**src/rtl/rcopy_pkg.sv**
```systemverilog
package rcopy_pkg;

  localparam logic [11:0] OFF_SRC_BASE  = 12'h000;
  localparam logic [11:0] OFF_SRC_COUNT = 12'h004;
  localparam logic [11:0] OFF_SRC_SWIDX = 12'h008;
  localparam logic [11:0] OFF_SRC_HWIDX = 12'h00C;
  localparam logic [11:0] OFF_DST_BASE  = 12'h100;
  localparam logic [11:0] OFF_DST_COUNT = 12'h104;
  localparam logic [11:0] OFF_DST_SWIDX = 12'h108;
  localparam logic [11:0] OFF_DST_HWIDX = 12'h10C;
  localparam logic [11:0] OFF_CTRL      = 12'h204;
  localparam logic [11:0] OFF_SRST      = 12'h208;

  localparam int CB_SRC_EN   = 0;
  localparam int CB_SRC_BUSY = 1;
  localparam int CB_DST_EN   = 2;
  localparam int CB_DST_BUSY = 3;
  localparam int CB_BURST_LO = 4;
  localparam int CB_WB_EN    = 6;
  localparam int CB_MULTI    = 10;

  localparam int SR_SRC = 0;
  localparam int SR_DST = 16;

  localparam logic [13:0] SEG_MAX_BYTES = 14'h3F80;
  localparam int          LEN_LSB       = 16;

  typedef enum logic [3:0] {
    ST_IDLE, ST_SA_REQ, ST_SA_WAIT, ST_SL_REQ, ST_SL_WAIT,
    ST_DA_REQ, ST_DA_WAIT, ST_RD_REQ, ST_RD_WAIT, ST_WR_REQ,
    ST_WB_REQ, ST_NEXT
  } eng_state_e;

  function automatic int done_pos(bit hi);
    return hi ? 31 : 15;
  endfunction

  function automatic int last_pos(bit hi);
    return hi ? 30 : 14;
  endfunction

endpackage

```
**src/rtl/rcopy_regs.sv**
```systemverilog
module rcopy_regs
  import rcopy_pkg::*;
#(
  parameter int ADDR_W = 32,
  parameter int IDX_W  = 6
) (
  input  logic              clk,
  input  logic              rst_n,
  input  logic              reg_we,
  input  logic [11:0]       reg_addr,
  input  logic [31:0]       reg_wdata,
  output logic [31:0]       reg_rdata,
  input  logic              busy,
  input  logic              adv,
  output logic [ADDR_W-1:0] src_base,
  output logic [ADDR_W-1:0] dst_base,
  output logic [IDX_W-1:0]  src_mask,
  output logic [IDX_W-1:0]  hw_idx,
  output logic [IDX_W-1:0]  src_sw,
  output logic [IDX_W-1:0]  dst_sw,
  output logic              src_en,
  output logic              dst_en,
  output logic              wb_en,
  output logic              abort
);

  localparam int CNT_W = IDX_W + 1;

  logic [CNT_W-1:0] src_cnt_q, dst_cnt_q;
  logic [IDX_W-1:0] src_hw_q, dst_hw_q, dst_mask;
  logic [1:0]       burst_q;
  logic             multi_q, srst_src_q, srst_dst_q;

  assign src_mask = IDX_W'(src_cnt_q - 1'b1);
  assign dst_mask = IDX_W'(dst_cnt_q - 1'b1);
  assign hw_idx   = src_hw_q;
  assign abort    = srst_src_q | srst_dst_q;

  function automatic logic hit(input logic [11:0] a, input logic [11:0] off);
    return a == off;
  endfunction

  always_ff @(posedge clk or negedge rst_n) begin
    if (!rst_n) begin
      src_base   <= '0;
      dst_base   <= '0;
      src_cnt_q  <= '0;
      dst_cnt_q  <= '0;
      src_sw     <= '0;
      dst_sw     <= '0;
      src_en     <= 1'b0;
      dst_en     <= 1'b0;
      wb_en      <= 1'b0;
      burst_q    <= '0;
      multi_q    <= 1'b0;
      srst_src_q <= 1'b0;
      srst_dst_q <= 1'b0;
    end else if (reg_we) begin
      if (hit(reg_addr, OFF_SRC_BASE))  src_base  <= ADDR_W'(reg_wdata);
      if (hit(reg_addr, OFF_DST_BASE))  dst_base  <= ADDR_W'(reg_wdata);
      if (hit(reg_addr, OFF_SRC_COUNT)) src_cnt_q <= CNT_W'(reg_wdata);
      if (hit(reg_addr, OFF_DST_COUNT)) dst_cnt_q <= CNT_W'(reg_wdata);
      if (hit(reg_addr, OFF_SRC_SWIDX)) src_sw    <= IDX_W'(reg_wdata) & src_mask;
      if (hit(reg_addr, OFF_DST_SWIDX)) dst_sw    <= IDX_W'(reg_wdata) & dst_mask;
      if (hit(reg_addr, OFF_CTRL)) begin
        src_en  <= reg_wdata[CB_SRC_EN];
        dst_en  <= reg_wdata[CB_DST_EN];
        burst_q <= reg_wdata[CB_BURST_LO +: 2];
        wb_en   <= reg_wdata[CB_WB_EN];
        multi_q <= reg_wdata[CB_MULTI];
      end
      if (hit(reg_addr, OFF_SRST)) begin
        srst_src_q <= reg_wdata[SR_SRC];
        srst_dst_q <= reg_wdata[SR_DST];
      end
    end
  end

  // Hardware indices: reset bit wins, then engine advance, then software write.
  always_ff @(posedge clk or negedge rst_n) begin
    if (!rst_n) begin
      src_hw_q <= '0;
      dst_hw_q <= '0;
    end else begin
      if (srst_src_q)                                  src_hw_q <= '0;
      else if (adv)                                    src_hw_q <= (src_hw_q + 1'b1) & src_mask;
      else if (reg_we && hit(reg_addr, OFF_SRC_HWIDX)) src_hw_q <= IDX_W'(reg_wdata) & src_mask;
      if (srst_dst_q)                                  dst_hw_q <= '0;
      else if (adv)                                    dst_hw_q <= (dst_hw_q + 1'b1) & dst_mask;
      else if (reg_we && hit(reg_addr, OFF_DST_HWIDX)) dst_hw_q <= IDX_W'(reg_wdata) & dst_mask;
    end
  end

  always_comb begin
    reg_rdata = '0;
    unique case (reg_addr)
      OFF_SRC_BASE:  reg_rdata = 32'(src_base);
      OFF_SRC_COUNT: reg_rdata = 32'(src_cnt_q);
      OFF_SRC_SWIDX: reg_rdata = 32'(src_sw);
      OFF_SRC_HWIDX: reg_rdata = 32'(src_hw_q);
      OFF_DST_BASE:  reg_rdata = 32'(dst_base);
      OFF_DST_COUNT: reg_rdata = 32'(dst_cnt_q);
      OFF_DST_SWIDX: reg_rdata = 32'(dst_sw);
      OFF_DST_HWIDX: reg_rdata = 32'(dst_hw_q);
      OFF_CTRL: begin
        reg_rdata[CB_SRC_EN]         = src_en;
        reg_rdata[CB_SRC_BUSY]       = busy;
        reg_rdata[CB_DST_EN]         = dst_en;
        reg_rdata[CB_DST_BUSY]       = busy;
        reg_rdata[CB_BURST_LO +: 2]  = burst_q;
        reg_rdata[CB_WB_EN]          = wb_en;
        reg_rdata[CB_MULTI]          = multi_q;
      end
      OFF_SRST: begin
        reg_rdata[SR_SRC] = srst_src_q;
        reg_rdata[SR_DST] = srst_dst_q;
      end
      default: reg_rdata = '0;
    endcase
  end

endmodule

```
**src/rtl/rcopy_engine.sv**
```systemverilog
module rcopy_engine
  import rcopy_pkg::*;
#(
  parameter int ADDR_W  = 32,
  parameter int IDX_W   = 6,
  parameter bit DONE_HI = 1'b1
) (
  input  logic              clk,
  input  logic              rst_n,
  input  logic [ADDR_W-1:0] src_base,
  input  logic [ADDR_W-1:0] dst_base,
  input  logic [IDX_W-1:0]  hw_idx,
  input  logic [IDX_W-1:0]  src_sw,
  input  logic [IDX_W-1:0]  dst_sw,
  input  logic              src_en,
  input  logic              dst_en,
  input  logic              wb_en,
  input  logic              abort,
  output logic              mem_req_valid,
  input  logic              mem_req_ready,
  output logic              mem_req_write,
  output logic [ADDR_W-1:0] mem_req_addr,
  output logic [31:0]       mem_req_wdata,
  input  logic              mem_rsp_valid,
  input  logic [31:0]       mem_rsp_rdata,
  output logic              busy,
  output logic              adv,
  output logic              done_pulse
);

  localparam int DONE_BIT = done_pos(DONE_HI);
  localparam int WCNT_W   = 13;

  eng_state_e         st_q;
  logic [IDX_W-1:0]   idx_q;
  logic [ADDR_W-1:0]  sptr_q, dptr_q, off_q;
  logic [13:0]        len_q;
  logic [WCNT_W-1:0]  words_q;
  logic [31:0]        data_q;
  logic               wbd_q;

  logic               start;
  logic [ADDR_W-1:0]  slot_off, sdesc, ddesc;
  logic [13:0]        len_raw, len_clamped;
  logic [WCNT_W-1:0]  words_new;
  logic [31:0]        wb_word;

  assign start       = src_en && dst_en && !abort && (hw_idx != src_sw) && (hw_idx != dst_sw);
  assign slot_off    = ADDR_W'(idx_q) << 4;
  assign sdesc       = src_base + slot_off;
  assign ddesc       = dst_base + slot_off;
  assign len_raw     = mem_rsp_rdata[LEN_LSB +: 14];
  assign len_clamped = (len_raw > SEG_MAX_BYTES) ? SEG_MAX_BYTES : len_raw;
  assign words_new   = WCNT_W'(({1'b0, len_clamped} + 15'd3) >> 2);

  always_comb begin
    wb_word = '0;
    wb_word[LEN_LSB +: 14] = len_q;
    wb_word[DONE_BIT]      = 1'b1;
  end

  always_ff @(posedge clk or negedge rst_n) begin
    if (!rst_n) begin
      st_q    <= ST_IDLE;
      idx_q   <= '0;
      sptr_q  <= '0;
      dptr_q  <= '0;
      off_q   <= '0;
      len_q   <= '0;
      words_q <= '0;
      data_q  <= '0;
      wbd_q   <= 1'b0;
    end else if (abort) begin
      st_q  <= ST_IDLE;
      wbd_q <= 1'b0;
    end else begin
      unique case (st_q)
        ST_IDLE: if (start) begin
          idx_q <= hw_idx;
          wbd_q <= 1'b0;
          st_q  <= ST_SA_REQ;
        end
        ST_SA_REQ:  if (mem_req_ready) st_q <= ST_SA_WAIT;
        ST_SA_WAIT: if (mem_rsp_valid) begin
          sptr_q <= ADDR_W'(mem_rsp_rdata);
          st_q   <= ST_SL_REQ;
        end
        ST_SL_REQ:  if (mem_req_ready) st_q <= ST_SL_WAIT;
        ST_SL_WAIT: if (mem_rsp_valid) begin
          len_q   <= len_clamped;
          words_q <= words_new;
          st_q    <= ST_DA_REQ;
        end
        ST_DA_REQ:  if (mem_req_ready) st_q <= ST_DA_WAIT;
        ST_DA_WAIT: if (mem_rsp_valid) begin
          dptr_q <= ADDR_W'(mem_rsp_rdata);
          off_q  <= '0;
          if (words_q != '0) st_q <= ST_RD_REQ;
          else               st_q <= wb_en ? ST_WB_REQ : ST_NEXT;
        end
        ST_RD_REQ:  if (mem_req_ready) st_q <= ST_RD_WAIT;
        ST_RD_WAIT: if (mem_rsp_valid) begin
          data_q <= mem_rsp_rdata;
          st_q   <= ST_WR_REQ;
        end
        ST_WR_REQ:  if (mem_req_ready) begin
          off_q   <= off_q + ADDR_W'(4);
          words_q <= words_q - 1'b1;
          if (words_q == WCNT_W'(1)) st_q <= wb_en ? ST_WB_REQ : ST_NEXT;
          else                       st_q <= ST_RD_REQ;
        end
        ST_WB_REQ:  if (mem_req_ready) begin
          wbd_q <= 1'b1;
          st_q  <= ST_NEXT;
        end
        ST_NEXT:    st_q <= ST_IDLE;
        default:    st_q <= ST_IDLE;
      endcase
    end
  end

  always_comb begin
    mem_req_valid = 1'b0;
    mem_req_write = 1'b0;
    mem_req_addr  = '0;
    mem_req_wdata = '0;
    unique case (st_q)
      ST_SA_REQ: begin mem_req_valid = 1'b1; mem_req_addr = sdesc; end
      ST_SL_REQ: begin mem_req_valid = 1'b1; mem_req_addr = sdesc + ADDR_W'(4); end
      ST_DA_REQ: begin mem_req_valid = 1'b1; mem_req_addr = ddesc; end
      ST_RD_REQ: begin mem_req_valid = 1'b1; mem_req_addr = sptr_q + off_q; end
      ST_WR_REQ: begin
        mem_req_valid = 1'b1;
        mem_req_write = 1'b1;
        mem_req_addr  = dptr_q + off_q;
        mem_req_wdata = data_q;
      end
      ST_WB_REQ: begin
        mem_req_valid = 1'b1;
        mem_req_write = 1'b1;
        mem_req_addr  = ddesc + ADDR_W'(4);
        mem_req_wdata = wb_word;
      end
      default: ;
    endcase
  end

  assign busy       = (st_q != ST_IDLE);
  assign adv        = (st_q == ST_NEXT);
  assign done_pulse = (st_q == ST_NEXT) && wbd_q;

endmodule

```
**src/rtl/rcopy_top.sv**
```systemverilog
module rcopy_top #(
  parameter int ADDR_W  = 32,
  parameter int IDX_W   = 6,
  parameter bit DONE_HI = 1'b1
) (
  input  logic              clk,
  input  logic              rst_n,
  input  logic              reg_we,
  input  logic [11:0]       reg_addr,
  input  logic [31:0]       reg_wdata,
  output logic [31:0]       reg_rdata,
  output logic              mem_req_valid,
  input  logic              mem_req_ready,
  output logic              mem_req_write,
  output logic [ADDR_W-1:0] mem_req_addr,
  output logic [31:0]       mem_req_wdata,
  input  logic              mem_rsp_valid,
  input  logic [31:0]       mem_rsp_rdata,
  output logic              done_pulse
);

  logic [ADDR_W-1:0] src_base, dst_base;
  logic [IDX_W-1:0]  src_mask, hw_idx, src_sw, dst_sw;
  logic              src_en, dst_en, wb_en, abort, eng_busy, eng_adv;

  rcopy_regs #(.ADDR_W(ADDR_W), .IDX_W(IDX_W)) u_regs (
    .clk(clk), .rst_n(rst_n),
    .reg_we(reg_we), .reg_addr(reg_addr), .reg_wdata(reg_wdata), .reg_rdata(reg_rdata),
    .busy(eng_busy), .adv(eng_adv),
    .src_base(src_base), .dst_base(dst_base), .src_mask(src_mask),
    .hw_idx(hw_idx), .src_sw(src_sw), .dst_sw(dst_sw),
    .src_en(src_en), .dst_en(dst_en), .wb_en(wb_en), .abort(abort)
  );

  rcopy_engine #(.ADDR_W(ADDR_W), .IDX_W(IDX_W), .DONE_HI(DONE_HI)) u_eng (
    .clk(clk), .rst_n(rst_n),
    .src_base(src_base), .dst_base(dst_base),
    .hw_idx(hw_idx), .src_sw(src_sw), .dst_sw(dst_sw),
    .src_en(src_en), .dst_en(dst_en), .wb_en(wb_en), .abort(abort),
    .mem_req_valid(mem_req_valid), .mem_req_ready(mem_req_ready),
    .mem_req_write(mem_req_write), .mem_req_addr(mem_req_addr),
    .mem_req_wdata(mem_req_wdata),
    .mem_rsp_valid(mem_rsp_valid), .mem_rsp_rdata(mem_rsp_rdata),
    .busy(eng_busy), .adv(eng_adv), .done_pulse(done_pulse)
  );

endmodule

```
**config.mk**
```make
export PLATFORM = sky130hd
export DESIGN_NAME = rcopy_top
export DESIGN_NICKNAME = d
export VERILOG_FILES = /design/src/rtl/rcopy_pkg.sv /design/src/rtl/rcopy_regs.sv /design/src/rtl/rcopy_engine.sv /design/src/rtl/rcopy_top.sv
export SDC_FILE = /design/constraint.sdc
export NUM_CORES = 1
export LEC_CHECK = 0
export BUFFER_PORTS_ARGS = -buffer_cell sky130_fd_sc_hd__buf_2
export CAP_MARGIN = 15
export CORE_ASPECT_RATIO = 1.2
export CORE_UTILIZATION = 45
export DETAILED_ROUTE_END_ITERATION = 12
export GPL_ROUTABILITY_DRIVEN = 0
export MAX_ROUTING_LAYER = met4
export PLACE_DENSITY = 0.74
export SLEW_MARGIN = 30
export SYNTH_ARGS = -nofsm -noshare
export SYNTH_HDL_FRONTEND = slang
export SYNTH_SLANG_ARGS = --single-unit
```
**constraint.sdc**
```tcl
create_clock -name clk -period 8.7 [get_ports clk]
set_clock_uncertainty 0.15 [all_clocks]
set_input_delay 0.87 -clock clk [delete_from_list [all_inputs] [get_ports clk]]
set_output_delay 0.87 -clock clk [all_outputs]
set_load 0.005 [all_outputs]
```
== Yosys cells after proc, flatten, opt, wreduce, memory -nomap -nowiden ==
Index checks and enable logic that the tools add are counted.

* Add/subtract/negate cells: 13
* Bitwise gates (word level): 6
* Multiplexer cells: 44
* Equal/unequal tests: 37
* Magnitude comparators: 1
* Reduce and logical (&&, ||, !) cells: 36

{| class="wikitable"
|+ Operator list
! operator !! number
|-
| $pmux W32 S6 || 1
|-
| $pmux W32 S2 || 2
|-
| $add A32 B3 Y32 const B || 3
|-
| $add A32 B10 Y32 || 2
|-
| $add A32 B32 Y32 || 2
|-
| $mux W32 || 2
|-
| $mux W4 || 14
|-
| $pmux W6 S9 || 1
|-
| $eq A12 B9 Y1 const B || 4
|-
| $pmux W4 S11 || 1
|-
| $mux W6 || 6
|-
| $ne A3 B2 Y1 const B || 10
|-
| $pmux W15 S2 || 1
|-
| $mux W13 || 2
|-
| $pmux W13 S2 || 1
|-
| $and A6 B6 Y6 || 4
|-
| $eq A12 B10 Y1 const B || 2
|-
| $eq A12 B4 Y1 const B || 2
|-
| $reduce_and A3 Y1 || 6
|-
| $eq A4 B3 Y1 const B || 4
|-
| $eq A4 B4 Y1 const B || 4
|-
| $reduce_and A2 Y1 || 8
|-
| $add A14 B2 Y15 const B || 1
|-
| $gt A14 B14 Y1 const B || 1
|-
| 31 further kinds || 53
|}

* Output and inout port bits: 99
* Input bits: 81
* Register bits: 276
* Logic and storage cells: 161

== Logic depth before layout (Yosys ltp) ==
Gate-level depths: netlist of the first run.

* Depth in word-level cells: 8
* Gate-level depth with buffers: 19
* Mapped depth without buffers: 16

== Cells and area by module ==
From an unflattened synthesis of the first run, not the netlist that was laid out.

* Cells, all modules: 1,890
* Area total of the unflattened synthesis: 18,152.4 sq um

{| class="wikitable"
|+ Modules (own cells, without submodules)
! module !! area an instance (sq um) !! instances !! seq. area each (sq um) !! cells an instance
|-
| rcopy_engine || 12,528.3 || 1 || 4,103.9 || 1,435
|-
| rcopy_regs || 5,624.1 || 1 || 2,752.6 || 455
|}

== Least setup slack after synthesis of the first run ==
No wires, ideal clock.

* Path type: flip-flop to output port
* Start point: register u_eng.st_q[2]
* End point: output mem_req_addr[31]
* Cell stages (with the launch flop): 20
* Buffers on the path: 4
* Data required time: 7,680 ps
* Setup slack: 3,839 ps
* Arrival: 3,841 ps
* Cell sequence: dfrtp_1 -> buf_2 -> nand2b_1 -> buf_2 -> nor2_4 -> clkbuf_1 -> clkbuf_1 -> nand2_1 -> nand2_1 -> ha_1 -> a21o_1 -> a21o_1 -> a221oi_1 -> o221ai_1 -> a221oi_1 -> o21ba_2 -> o21ai_0 -> xnor2_1 -> a21oi_1 -> o211ai_1

* Cells in the longest elaborated chain, start to end: 2
* Elaborated cells on any way between the ends: 7
* Classes of those cells: 6 x eq/ne; 1 x mux

{| class="wikitable"
|+ RTL lines
! item !! RTL line !! text
|-
| from (decl) || rcopy_engine.sv:34 || <nowiki>eng_state_e st_q;</nowiki>
|-
| from (signal assigned) || rcopy_engine.sv:99 || <nowiki>else st_q <= wb_en ? ST_WB_REQ : ST_NEXT;</nowiki>
|-
| from (signal assigned) || rcopy_engine.sv:109 || <nowiki>if (words_q == WCNT_W'(1)) st_q <= wb_en ? ST_WB_REQ : ST_NEXT;</nowiki>
|-
| $eq A4 B4 Y1, or another cell as far along || rcopy_engine.sv:127 || <nowiki>unique case (st_q)</nowiki>
|-
| $pmux W32 S6 (*) || rcopy_engine.sv:127 ||
|-
| to (decl) || rcopy_top.sv:15 || <nowiki>output logic [ADDR_W-1:0] mem_req_addr,</nowiki>
|}

Mark *: on every way between the ends. The rest lies on a longest branch, timed or not.

== Worst setup path in the final report of the first run ==
* Start point: register u_eng.st_q[0]
* End point: output mem_req_addr[31]

The elaborated chain is that of the path after synthesis.

==> results.md, run 1 <==
- Nets: 2,189
- WL met3: 3232 um
- Clk slew on worst S/H paths: 0.06 ns
- Remaining antenna violation count: 0
- Fmax: 137.8 MHz
- Worst hold slack: 0.1868 ns
- Pin count of the biggest net entering global routing: 177
- Status: complete, no violations
- YS warnings: 0
- Post-synth top flop: dfrtp_1
- # rows: 79
- Post-synth ARST share: 100.0%
- Uppermost routed layer: met4
- Critical path class: reg -> out
- Layout cells sized above 1: 22.37%
- Worst slew pin tran: 0.9575 ns
- Gr usage total: 26.37%
- CP endpoint kind: output pin
- Clock Sinks: 274
- Post-synth EDFFs: 0
- Pleak: 0.009585 uW
- Rel. slew slack: 35.98%
- MaxCap Viol Count: 0
- Post-CTS sizing: 0
- Initial antenna violation count: 1
- Yosys reg bits: 274
- # IOs: 180
- Initial core utilization: 46.08%
- Global route overflow: 0
- DP HPWL: 38,250 um
- Final worst path period need: 7.257 ns
- Hold Path Class: in -> async
- IO buf count: 179
- Register area share after synthesis: 38.11%
- Mapped Avg Cell Area: 9.297 um2
- Fin. max-slew vios: 0
- Vias in the first global route: 15,570
- Die ar.: 40,780 um2
- # Post-CTS Setup Buffers: 0
- Initial detailed-routing violation count: 1,278
- DRC Markers: 0
- Part of the cycle the worst path needs: 83.41%
- CTS H-Tree Depth: 1
- Hold_buf cts: 0
- WP data arrival: 6.24 ns
- Die height: 221.0 um
- Pwr Density: 227.5 nW/um2
- Vias/cell: 6.044
- Total CTS buffers: 30
- Total number of vias: 15,750
- CP required: 7.68 ns
- Crit-path max FO: 31
- Router iterations before antenna repair: 10
- Final Hold Viols: 0
- VDD IR-drop max: 164.9 uV
- Critical Path Start Type: register
- Core area: 39,040 um2
- Die width: 184.5 um
- Synth Net Count: 2,067
- Total power: 4631 uW
- Setup-failing EPs final: 0
- Mapped Cells: 1,935
- CTS tree: yes
- CTS Buffer Depth: 3
- RSZ-0062 raised after global routing: no
- Wire per inst: 20.02 um
- Synth cell types: 89
- Routed WL: 52,160 um
- Metal-1 WL: 21,060 um
- Global-route wire length before repair: 83,720 um
- Metal2 WL: 25,890 um
- Setup_tns: 0 ns
- Syn-to-layout area delta: 13.16%
- Final core occ: 52.14%
- Worst-Skew Late Latency: 0.58 ns
- Cell area after synthesis: 17,990 um2
- CTS Root Cell: clkbuf_16
-- power breakdown --
group | internal (uW) | switching, uW | total, uW | leakage [uW]
registers | 1590 | 271 | 1870 | 0.00360
logic | 605 | 816 | 1420 | 0.00548
clock network | 817 | 529 | 1350 | 0.000505
total | 3020 | 1620 | 4630 | 0.00958
-- cell usage after synthesis, types with 32 or more instances --
cell	number	share of area [%]
nand3_1	64	1.8
mux2_2	183	11
ha_1	49	3.4
clkbuf_1	78	1.6
nor3_1	33	0.92
nand2_1	242	5.0
xnor2_1	72	3.5
nor2_1	138	2.9
xor2_1	79	3.8
a21oi_1	89	2.5
mux2i_1	55	3.1
nand4_1	32	1.1
and3_1	47	1.6
o21ai_0	121	3.4
dfrtp_1	274	38
-- kinds of logic (layout without fill, tap and decap cells) --
group                      after synthesis  in the layout  share of synthesized area [%]
AOI/OAI and AO/OA                      428            428                          15.74
xor gates and xnor gates               152            152                          7.442
adders and majority gates               51             51                          3.631
buffers and inverters                  134            278                          2.949
DFF                                    274            274                          38.11
muxes                                  238            238                          14.52
other                                    0              1                              0
and+or+nand+nor                        658            658                          17.61
-- registers in the layout, indices dropped and copies added (netlist names), 7 cells and up --
register and flops:
u_eng.data_q 32, u_eng.dptr_q 32, u_eng.len_q 14, u_eng.off_q 30, u_eng.sptr_q 32, u_eng.words_q 13, u_regs.dst_base 32, u_regs.dst_cnt_q 7
u_regs.src_base 32, u_regs.src_cnt_q 7
-- path summary, 6_finish.rpt --
kind | start | slack (ns) | depth (start not counted) | endpoint
setup / recovery | u_eng.st_q[0] | 1.44 | 18 | mem_req_addr[31]
hold / removal | rst_n | 0.19 | 1 | u_regs.dst_cnt_q[4]
setup reg to reg | u_eng.st_q[0] | 3.96 | 9 | u_eng.off_q[18]
hold reg to reg | u_eng.words_q[12] | 0.34 | 1 | u_eng.words_q[12]
max in group asynchronous | rst_n | 6.82 | 3 | u_eng.off_q[25]
min in group clk | u_eng.words_q[12] | 0.34 | 1 | u_eng.words_q[12]
-- routing by layer --
metal	global-route usage, %	vias to the layer above
li1	-	7271
met3	3.308	149
met5	-	-
met2	43.30	597
met4	10.27	0
met1	32.83	7733
-- critical path, cell delays in order (launching register included) --
cell      delay, ns
dfrtp_1        0.74
inv_1          0.15
nor2_2         0.67
nand2_2        0.60
buf_4          0.42
nand2_1        0.10
nand2_1        0.06
ha_1           0.35
a21o_1         0.20
a21o_1         0.17
a221oi_1       0.42
o221ai_1       0.20
a221oi_1       0.61
o21ba_2        0.25
o21ai_0        0.13
xnor2_1        0.15
a21oi_1        0.18
o211ai_1       0.11
buf_2          0.14
-- metrics by stage --
step | cell area, um2 | cells | setup slack (ns)
global route | 20360 | 2606 | 1.055
finish | 20360 | 2606 | 1.443
floorplan | 17990 | 1935 | 3.839
detailed placement | 19280 | 2550 | 2.227
global placement | 19270 | 2550 | 2.011
CTS | 20320 | 2604 | 1.594
-- cell type report --
cell class	count	area (um2)
clock inverter	13	210.2
inverter	30	112.6
clock buffer	41	832.0
multi-input combinational	1527	10630
tap	526	658.1
antenna	1	2.502
sequential	274	6857
timing repair buffer	194	1051
fill	3504	18690
-- placed cells by master (no fill, tap or decap), types with 13 or more instances in the layout --
| master | instances |
|---|---|
| and3_1 | 47 |
| inv_1 | 30 |
| nand3_1 | 64 |
| o22ai_1 | 23 |
| nand2_1 | 240 |
| o31ai_1 | 13 |
| buf_2 | 178 |
| o21ai_0 | 121 |
| xor2_1 | 79 |
| nor3_1 | 32 |
| dfrtp_1 | 274 |
| mux2i_1 | 55 |
| a21o_1 | 21 |
| buf_4 | 13 |
| a22o_1 | 16 |
| xnor2_1 | 72 |
| nand2b_1 | 14 |
| mux2_2 | 183 |
| or3_1 | 15 |
| ha_1 | 49 |
| nor2_1 | 136 |
| nand4_1 | 32 |
| a21oi_1 | 89 |
| clkbuf_16 | 30 |
(Power assumes the default switching activity.)
==> run 2: changes to the inputs <==
clock period = 7.33 ns   (was 8.7 ns; I/O delays follow)
==> run 2 against run 1 <==
  * Final cell count rose by 0.15%
  * The run now ends with hold timing left
  * Setup slack got worse by 0.62 ns
  * Highest routed layer unchanged
  * Worst hold slack worse by 0.21 ns
  * Combinational power increased by 18%
  * Count of clock-buffer cells in the layout shrank 6
  * Register-to-register slack lost 1.2 ns
  * Clock power rose by 21%
  * Sequential share of layout area shrank 0.093 points
  * Final area rose by 0.28%
==> results.md, run 2 (synthesis gave the netlist of run 1 again) <==
- Status: finished with violations
- Failing checks: hold timing
- Crit-path leading delay family: compound AO/OA/AOI/OAI gates
- Core area: 39,040 um2
- Pwr Density: 272.3 nW/um2
- Critical Path, Cell by Cell: and2b_1, nand2_2, nand2_1, nand2_1, ha_1, a21o_1, a21o_1, a221oi_1, o221ai_1, a221oi_1, o21ba_2, o21ai_0, xnor2_1, a21oi_1, o211ai_1, buf_2
- Buffers and inverters on the worst path: 1
- Die width: 184.5 um
- Vias in the first global route: 15,260
- Hold_buf cts: 0
- Worst slew pin tran: 0.9524 ns
- Critical path class: reg -> out
- Final worst path period need: 6.508 ns
- CTS tree: yes
- Placed cell areas: 19,320 um2
- Setup-failing EPs final: 0
- Final Hold Viols: 7
- Met2 usage in global routing: 43.49%
- Die ar.: 40,780 um2
- Routed WL: 52,350 um
- DRC Markers: 0
- CP endpoint kind: output pin
- R2r setup slk: 2.78 ns
- Area of the multi-input gates: 10,630 um2
- Gr usage total: 26.17%
- Clk slew on worst S/H paths: 0.07 ns
- Int Pwr: 3605 uW
- Final core occ: 52.28%
- # IOs: 180
- Pleak: 0.009624 uW
- Setup_tns: 0 ns
- Worst flop-to-flop path startpoint: u_eng.st_q[0]
- Die height: 221.0 um
- Fillers: 3,538
- CP required: 6.45 ns
- Reg2reg path depth: 10
- RSZ-0062 raised after global routing: no
- Layout cells sized above 1: 22.64%
- Router iterations before antenna repair: 8
- Initial core utilization: 46.08%
- # rows: 79
- Met3 Use GR: 3.489%
- Critical Path Start Type: register
- Switching portion of total power: 35.15%
- Hold Path Class: in -> async
- Logic pwr share: 30.3%
- Clock Sinks: 274
- Design area: 20,410 um2
- Total number of vias: 15,780
- Post-CTS sizing: 0
- Vias/cell: 6.044
- Global route overflow: 0
- Total CTS buffers: 29
- # Post-CTS Setup Buffers: 0
- Met1 usage: 32.15%
- CTS Buffer Depth: 3
- Rel. slew slack: 36.02%
- VDD IR-drop max: 167.7 uV
- Reg2reg end: u_eng.off_q[24]
- Fmax: 153.6 MHz
- Wire per inst: 20.06 um
- Most frequent cells in the layout: 274 x dfrtp_1, 241 x nand2_1, 183 x mux2_2
- Fin. max-slew vios: 0
- CP peak stage delay: 0.79 ns
- Initial antenna violation count: 4
- Critical-path top delay cell: and2b_1
- Reg power frac: 40.2%
- Initial detailed-routing violation count: 1,370
- Part of the cycle the worst path needs: 88.79%
- Crit-path max FO: 34
- CTS H-Tree Depth: 1
- Worst-Skew Late Latency: 0.60 ns
- Worst hold slack: -0.02232 ns
- Global-route wire length before repair: 82,390 um
- Nets: 2,191
- CTS Root Cell: clkbuf_16
- Syn-to-layout area delta: 13.47%
- Clock Power Share: 29.5%
- Pin count of the biggest net entering global routing: 128
- WP data arrival: 5.63 ns
- Switching pwr: 1953 uW
- Total power: 5558 uW
- MaxCap Viol Count: 0
- Remaining antenna violation count: 0
- Commonest non-fill, non-tap cell in the layout: dfrtp_1
- GR peak layer: met2
- Register area: 6857 um2
- DP HPWL: 38,650 um
- IO buf count: 179
==> run 2: final cells by class <==
type	count	share of cell area (%)
Inverter	30	0.5516
Antenna cell	4	0.04903
Clock inverter	17	1.306
Tap cell	526	3.224
Clock buffer	35	3.911
Multi-Input combinational cell	1527	52.09
Sequential cell	274	33.59
Timing Repair Buffer	197	5.277
==> run 2: power groups by stage <==
stage                     Combinational (uW)  Clock [uW]  Sequential, uW
final                                   1680        1640            2230
after global routing                    1840        1730            2270
after CTS                               1660        1660            2220
after detailed placement                1650           0            2250
after global placement                  1590           0            2230
after floorplan                         1250           0            2070
==> run 2: per-stage QoR <==
step	instances	setup WS [ns]
2_1_floorplan	1935	2.606
3_3_place_gp	2552	1.751
3_5_place_dp	2553	1.613
4_1_cts	2605	0.9536
5_1_grt	2610	0.4619
6_report	2610	0.8216
==> run 2: worst register-to-register path, delay by kind of cell, from the launching register on <==
kind                   cells  cell delay [ns]
AO/OA/AOI/OAI              1             0.12
AND/OR/NAND/NOR            7             2.74
XOR/XNOR                   1             0.16
buffers and inverters      1             0.49
flip-flops                 1             0.75
==> run 2: worst max path at each step <==
stage	startpoint	to	slack [ns]	cells past startpoint
after floorplan	u_eng.st_q[2]	mem_req_addr[31]	2.61	19
after global placement	u_eng.st_q[2]	mem_req_addr[31]	1.75	16
after detailed placement	u_eng.st_q[2]	mem_req_addr[31]	1.61	16
after CTS	u_eng.st_q[2]	mem_req_addr[31]	0.95	16
after global routing	u_eng.st_q[2]	mem_req_addr[31]	0.46	16
final	u_eng.st_q[2]	mem_req_addr[31]	0.82	16
==> run 2: per-layer routing <==
layer  part of all wire [%]  up-vias
met3                    6.4      136
li1                       -     7307
met2                     50      625
met1                     40     7708
met5                      0        -
met4                    3.6        0
